[src/rtl/ssc_pkg.sv]
package ssc_pkg;

  typedef enum logic [1:0] {
    ST_IDLE,
    ST_MEASURE,
    ST_COMPARE,
    ST_DONE
  } selState_t;

  typedef struct packed {
    logic countEn;    // accumulate the shared failure sample
    logic endWindow;  // last cycle of a window: push the count
    logic pop;        // compare phase: pop one FIFO entry
    logic firstPop;   // first pop: load the running minimum
  } ctlStrobe_t;

endpackage

[src/rtl/ssc_control.sv]
module ssc_control
  import ssc_pkg::*;
#(
  parameter int NUM_SYNC      = 4,
  parameter int WINDOW_CYCLES = 64
) (
  input  logic                        clk,
  input  logic                        rstN,
  input  logic                        start,
  output ctlStrobe_t                  strobes,
  output logic [$clog2(NUM_SYNC)-1:0] curIdx,
  output logic                        selDone
);

  localparam int IDX_W = $clog2(NUM_SYNC);
  localparam int WIN_W = $clog2(WINDOW_CYCLES);
  localparam logic [WIN_W-1:0] WIN_LAST = WIN_W'(WINDOW_CYCLES - 1);
  localparam logic [IDX_W-1:0] IDX_LAST = IDX_W'(NUM_SYNC - 1);

  selState_t        state;
  logic [IDX_W-1:0] idx;
  logic [WIN_W-1:0] winCnt;
  logic             lastWinCycle;

  assign lastWinCycle = (winCnt == WIN_LAST);

  always_comb begin
    strobes           = '0;
    strobes.countEn   = (state == ST_MEASURE);
    strobes.endWindow = (state == ST_MEASURE) && lastWinCycle;
    strobes.pop       = (state == ST_COMPARE);
    strobes.firstPop  = (state == ST_COMPARE) && (idx == '0);
  end

  always_ff @(posedge clk or negedge rstN) begin
    if (!rstN) begin
      state  <= ST_IDLE;
      idx    <= '0;
      winCnt <= '0;
    end else begin
      case (state)
        ST_IDLE: begin
          if (start) begin
            state  <= ST_MEASURE;
            idx    <= '0;
            winCnt <= '0;
          end
        end
        ST_MEASURE: begin
          if (lastWinCycle) begin
            winCnt <= '0;
            if (idx == IDX_LAST) begin
              state <= ST_COMPARE;
              idx   <= '0;
            end else begin
              idx <= idx + 1'b1;
            end
          end else begin
            winCnt <= winCnt + 1'b1;
          end
        end
        ST_COMPARE: begin
          if (idx == IDX_LAST) begin
            state <= ST_DONE;
          end else begin
            idx <= idx + 1'b1;
          end
        end
        default: begin
          state <= ST_DONE;
        end
      endcase
    end
  end

  assign curIdx  = idx;
  assign selDone = (state == ST_DONE);

endmodule

[src/rtl/ssc_datapath.sv]
module ssc_datapath
  import ssc_pkg::*;
#(
  parameter int NUM_SYNC = 4,
  parameter int CNT_W    = 7
) (
  input  logic                        clk,
  input  logic                        rstN,
  input  ctlStrobe_t                  strobes,
  input  logic [$clog2(NUM_SYNC)-1:0] curIdx,
  input  logic [NUM_SYNC-1:0]         failStrobe,
  output logic [$clog2(NUM_SYNC)-1:0] bestIdx
);

  localparam int IDX_W = $clog2(NUM_SYNC);
  localparam logic [IDX_W-1:0] PTR_LAST = IDX_W'(NUM_SYNC - 1);

  logic             sharedSample;
  logic [CNT_W-1:0] failCnt;
  logic [CNT_W-1:0] nextCnt;
  logic [CNT_W-1:0] fifoMem [NUM_SYNC];
  logic [IDX_W-1:0] wrPtr;
  logic [IDX_W-1:0] rdPtr;
  logic [CNT_W-1:0] headCnt;
  logic [CNT_W-1:0] bestCnt;
  logic             takeHead;

  // Single measurement path: only the copy under test reaches the counter.
  assign sharedSample = failStrobe[curIdx];
  assign nextCnt      = failCnt + CNT_W'(sharedSample);

  always_ff @(posedge clk or negedge rstN) begin
    if (!rstN) begin
      failCnt <= '0;
    end else if (strobes.countEn) begin
      failCnt <= strobes.endWindow ? '0 : nextCnt;
    end
  end

  // Count FIFO, one entry per copy, written in measurement order.
  for (genvar e = 0; e < NUM_SYNC; e++) begin : g_fifo
    always_ff @(posedge clk or negedge rstN) begin
      if (!rstN) begin
        fifoMem[e] <= '0;
      end else if (strobes.endWindow && (wrPtr == IDX_W'(e))) begin
        fifoMem[e] <= nextCnt;
      end
    end
  end

  always_ff @(posedge clk or negedge rstN) begin
    if (!rstN) begin
      wrPtr <= '0;
      rdPtr <= '0;
    end else begin
      if (strobes.endWindow) begin
        wrPtr <= (wrPtr == PTR_LAST) ? '0 : wrPtr + 1'b1;
      end
      if (strobes.pop) begin
        rdPtr <= (rdPtr == PTR_LAST) ? '0 : rdPtr + 1'b1;
      end
    end
  end

  assign headCnt  = fifoMem[rdPtr];
  // Strict less-than keeps the earlier (lower) index on a tie.
  assign takeHead = strobes.pop && (strobes.firstPop || (headCnt < bestCnt));

  always_ff @(posedge clk or negedge rstN) begin
    if (!rstN) begin
      bestCnt <= '0;
      bestIdx <= '0;
    end else if (takeHead) begin
      bestCnt <= headCnt;
      bestIdx <= curIdx;
    end
  end

endmodule

[src/rtl/sync_select_ctrl.sv]
module sync_select_ctrl
  import ssc_pkg::*;
#(
  parameter int NUM_SYNC      = 4,
  parameter int WINDOW_CYCLES = 64
) (
  input  logic                        clk,
  input  logic                        rstN,
  input  logic                        start,
  input  logic [NUM_SYNC-1:0]         failStrobe,
  input  logic [NUM_SYNC-1:0]         syncIn,
  output logic [NUM_SYNC-1:0]         powerEn,
  output logic                        measPowerEn,
  output logic [$clog2(NUM_SYNC)-1:0] selIdx,
  output logic [NUM_SYNC-1:0]         outSel,
  output logic                        dataOut,
  output logic                        done
);

  localparam int IDX_W = $clog2(NUM_SYNC);
  localparam int CNT_W = $clog2(WINDOW_CYCLES + 1);

  ctlStrobe_t       strobes;
  logic [IDX_W-1:0] curIdx;
  logic [IDX_W-1:0] bestIdx;
  logic             selDone;

  ssc_control #(
    .NUM_SYNC      (NUM_SYNC),
    .WINDOW_CYCLES (WINDOW_CYCLES)
  ) u_control (
    .clk     (clk),
    .rstN    (rstN),
    .start   (start),
    .strobes (strobes),
    .curIdx  (curIdx),
    .selDone (selDone)
  );

  ssc_datapath #(
    .NUM_SYNC (NUM_SYNC),
    .CNT_W    (CNT_W)
  ) u_datapath (
    .clk        (clk),
    .rstN       (rstN),
    .strobes    (strobes),
    .curIdx     (curIdx),
    .failStrobe (failStrobe),
    .bestIdx    (bestIdx)
  );

  assign done        = selDone;
  assign selIdx      = selDone ? bestIdx : '0;
  assign measPowerEn = !selDone;
  assign dataOut     = syncIn[selIdx];

  for (genvar s = 0; s < NUM_SYNC; s++) begin : g_route
    assign outSel[s]  = (selIdx == IDX_W'(s));
    assign powerEn[s] = selDone ? (bestIdx == IDX_W'(s)) : 1'b1;
  end

endmodule

[config.mk]
export PLATFORM = sky130hd
export DESIGN_NAME = sync_select_ctrl
export DESIGN_NICKNAME = d
export VERILOG_FILES = /design/src/rtl/ssc_pkg.sv /design/src/rtl/ssc_control.sv /design/src/rtl/ssc_datapath.sv /design/src/rtl/sync_select_ctrl.sv
export SDC_FILE = /design/constraint.sdc
export NUM_CORES = 1
export LEC_CHECK = 0
export CORE_AREA = 2 2 90 92
export DETAILED_ROUTE_END_ITERATION = 12
export DIE_AREA = 0 0 92 94
export SETUP_SLACK_MARGIN = 0.15
export SYNTH_ARGS = -nofsm -noshare
export SYNTH_HDL_FRONTEND = slang
export SYNTH_SLANG_ARGS = --single-unit
[constraint.sdc]
create_clock -name clk -period 2.62 [get_ports clk]
set_input_delay 0.786 -clock clk [delete_from_list [all_inputs] [get_ports clk]]
set_output_delay 0.786 -clock clk [all_outputs]
set_load 0.02 [all_outputs]
==> run_results.csv <==
group,metric,value,unit
run_status,status,"finished, final reports clean",
place,port_buffers,23,
critical_path,ff2ff_setup_slack,130,ps
floorplan,die_h,94,um
place,dp_slack,-370.0,ps
synthesis,synth_seq_cells,58,
cells_and_area,layout_common_cells,"dfrtp_1 (58), o21ai_0 (29), nand2_1 (25)",
timing,fin_ws,128.0,ps
global_routing,grt_antenna_before_repair,0,
critical_path,reg2reg_depth,8,
floorplan,rows,32,
synthesis,synth_area,3020,um^2
cells_and_area,nFillCells,721,
critical_path,slowest_stage,"mux4_2",
critical_path,worstSetupPathType,"flip-flop to flip-flop",
timing,fmax,401.3,MHz
cts,cts-root-buf,"clkbuf_8",
critical_path,rr_startpoint,"u_datapath.rdPtr[0]",
drt,wire_per_inst,14.89,um
global_routing,grt_max_degree,24,
synthesis,synthCells,270,
timing,finClkSkew,11.06,ps
cells_and_area,fin_nets,352,
timing,slew_violations,0,
critical_path,critPathMaxFanout,7,
synthesis,synth_cell_types,35,
power_and_ir_drop,power.density,467.2,nW/um^2
hold_path,hp-class,"input pin to async pin",
synthesis,synth_nets,303,
place,post-dp-hpwl,4638,um
critical_path,cp_num_cells,8,
timing,rsz0062_at_grt,"true",
cts,cts_tree,"yes",
timing,maxSlewHeadroom,0.6280,
timing,period_needed,2492,ps
drt,vias,2131,
timing,fin_crit_sh,0.9512,
cells_and_area,final_common_cell,"dfrtp_1",
cts,htreeDepth,3,
timing,tightestPinTransition,558.0,ps
timing,hold_viol,0,
floorplan,num_io_pins,24,
critical_path,cp.required,2840,ps
cells_and_area,area_delta_synth_final,27.51,%
floorplan,dieArea,8648,um^2
drt,route.detailed.drc,0,
critical_path,critPathLaunchType,"flip-flop",
power_and_ir_drop,irDropWorstVdd,247.1,uV
cts,worstSkewPairLatency,340,ps
cells_and_area,multi_input_area,1579,um^2
power_and_ir_drop,cellLeakagePower,1.783,nW
critical_path,cp.arrival,2710,ps
critical_path,path_buf_inv,2,
flow_run,cap_violations,0,
cts,clock-sinks,58,
cts,cts_buffer_depth,2,
floorplan,initial_core_util,0.3970,
place,gp_congestion,0.7582,
critical_path,crit-reg2reg-capture,"u_datapath.bestCnt[5]",
critical_path,critPathMaxStageDelay,560,ps
drt,dr.first_iter.drc_count,143,
drt,wirelength,6328,um
timing,whs,436.4,ps
global_routing,grt_pass1_wl,10860,um
critical_path,crit_chain,"buf_12 > mux4_2 > ha_4 > nand3_2 > a311oi_2 > a211oi_4 > buf_6 > mux2_4",
global_routing,grt_pass1_vias,2231,
drt,drt-vias-per-instance,5.014,
timing,setup_viol,0,
critical_path,path_delay_family,"multiplexers",
cts,cts_hold_buf,0,
cts,cts.clk_slew.worst_paths,70,ps
global_routing,track_usage,0.1654,
synthesis,yosysSeqAreaShare,0.4805,
drt,drt-pass1-iter-count,6,
cells_and_area,n_antenna_cell,0,
floorplan,fp.dieW,92,um
cells_and_area,seqCellArea,1451,um^2
critical_path,cp-end-kind,"flip-flop",
drt,antenna_left,0,
synthesis,syn_avg_cell_area,11.19,um^2
global_routing,overflow,0,
floorplan,coreArea,7607,um^2
cells_and_area,drive_gt1_frac,0.2724,
cts,cts_buffers,9,
timing,setup-tns-final,0,ps
synthesis,yosys_warnings,0,
[metrics by stage]
stage	instance area (um^2)	total power [mW]	instances	util
after floorplan	3065	0.9258	270	-
after global placement	3546	0.9637	407	0.4661
after detailed placement	3546	0.9650	407	0.4661
after CTS	3829	1.824	423	0.5033
after global routing	3851	1.860	425	0.5063
final	3851	1.799	425	0.5063
[area by class of cell]
cell class / instances / share of cell area
multi-input cells: 184 / 0.4100
flip-flops and latches: 58 / 0.3769
repair buffers: 49 / 0.1105
clock buffers: 13 / 0.04386
well taps: 102 / 0.03314
inverters: 17 / 0.01657
clock inverters: 2 / 0.009097
[state kept, by name, indices dropped and copies added, names as in the netlist]
name / count
u_datapath.failCnt: 7
u_datapath.wrPtr: 2
u_datapath.fifoMem: 28
u_control.curIdx: 2
u_datapath.rdPtr: 2
u_control.winCnt: 6
u_datapath.bestIdx: 2
u_datapath.bestCnt: 7
u_control.state: 2
[kinds of logic (layout without fill, tap and decap cells)]
kind of cell,count (synthesis),after routing,synth area share
compound gates,55,55,0.1172
xor+xnor,5,5,0.01450
fa+ha+maj,22,22,0.09113
buf+inv,28,81,0.03811
flops,58,58,0.4805
mux,37,37,0.1595
simple gates,65,65,0.09901
[synth_stat cells]
master     count  share of area
dfrtp_1       58           0.48
o21ai_0       29          0.048
nand2_1       25          0.031
ha_1          22          0.091
mux2_2        19          0.071
inv_1         16          0.020
nor2_1        12          0.015
mux2i_1       11          0.036
nand3_1       10          0.017
clkbuf_1       8         0.0099
mux4_2         7          0.052
a21oi_1        5         0.0083
nor3_1         5         0.0083
a21o_1         4         0.0099
a22o_1         4          0.012
nand4_1        4         0.0083
o2bb2ai_1      4          0.012
xor2_1         4          0.012
and3_1         3         0.0062
buf_2          2         0.0033
nor2b_1        2         0.0041
o211ai_1       2         0.0050
o31ai_1        2         0.0050
a211oi_1       1         0.0025
a211oi_4       1         0.0066
a311oi_1       1         0.0029
and2_1         1         0.0021
buf_6          1         0.0037
clkinv_1       1         0.0012
nand2b_1       1         0.0021
nand4b_1       1         0.0029
nor3b_1        1         0.0025
o21bai_1       1         0.0025
o32a_1         1         0.0033
xnor2_1        1         0.0029
[what timing repair did]
item	4_1_cts	5_1_grt
resized for setup	40	11
setup endpoints to repair	21	29
pin swaps	4	3
setup buffers	1	2
[worst max-delay path by stage]
stage,end,slack [ps],startpoint
after floorplan,u_datapath.bestCnt[0],110,u_datapath.rdPtr[0]
after global placement,dataOut,-380,syncIn[3]
after detailed placement,dataOut,-370,syncIn[3]
after CTS,u_datapath.bestCnt[5],120,u_datapath.rdPtr[0]
after global routing,u_datapath.bestCnt[5],9,u_datapath.rdPtr[0]
final,u_datapath.bestCnt[5],130,u_datapath.rdPtr[0]
[routing by layer]
layer	share of wire	global-route usage	up-vias	routed length, um
met5	0	0	-	0
met4	0.015	0.05970	0	95
met3	0.038	0.05217	11	240
met2	0.47	0.2580	34	2979
met1	0.48	0.2178	1031	3012
li1	-	-	1055	-
[power by group]
group	leakage [nW]	internal [mW]	switching, mW
Clock	0.106	0.511	0.342
Sequential	0.681	0.899	0.00146
Combinational	0.996	0.0201	0.0258
Note: power is estimated with default switching activity, not from simulation.
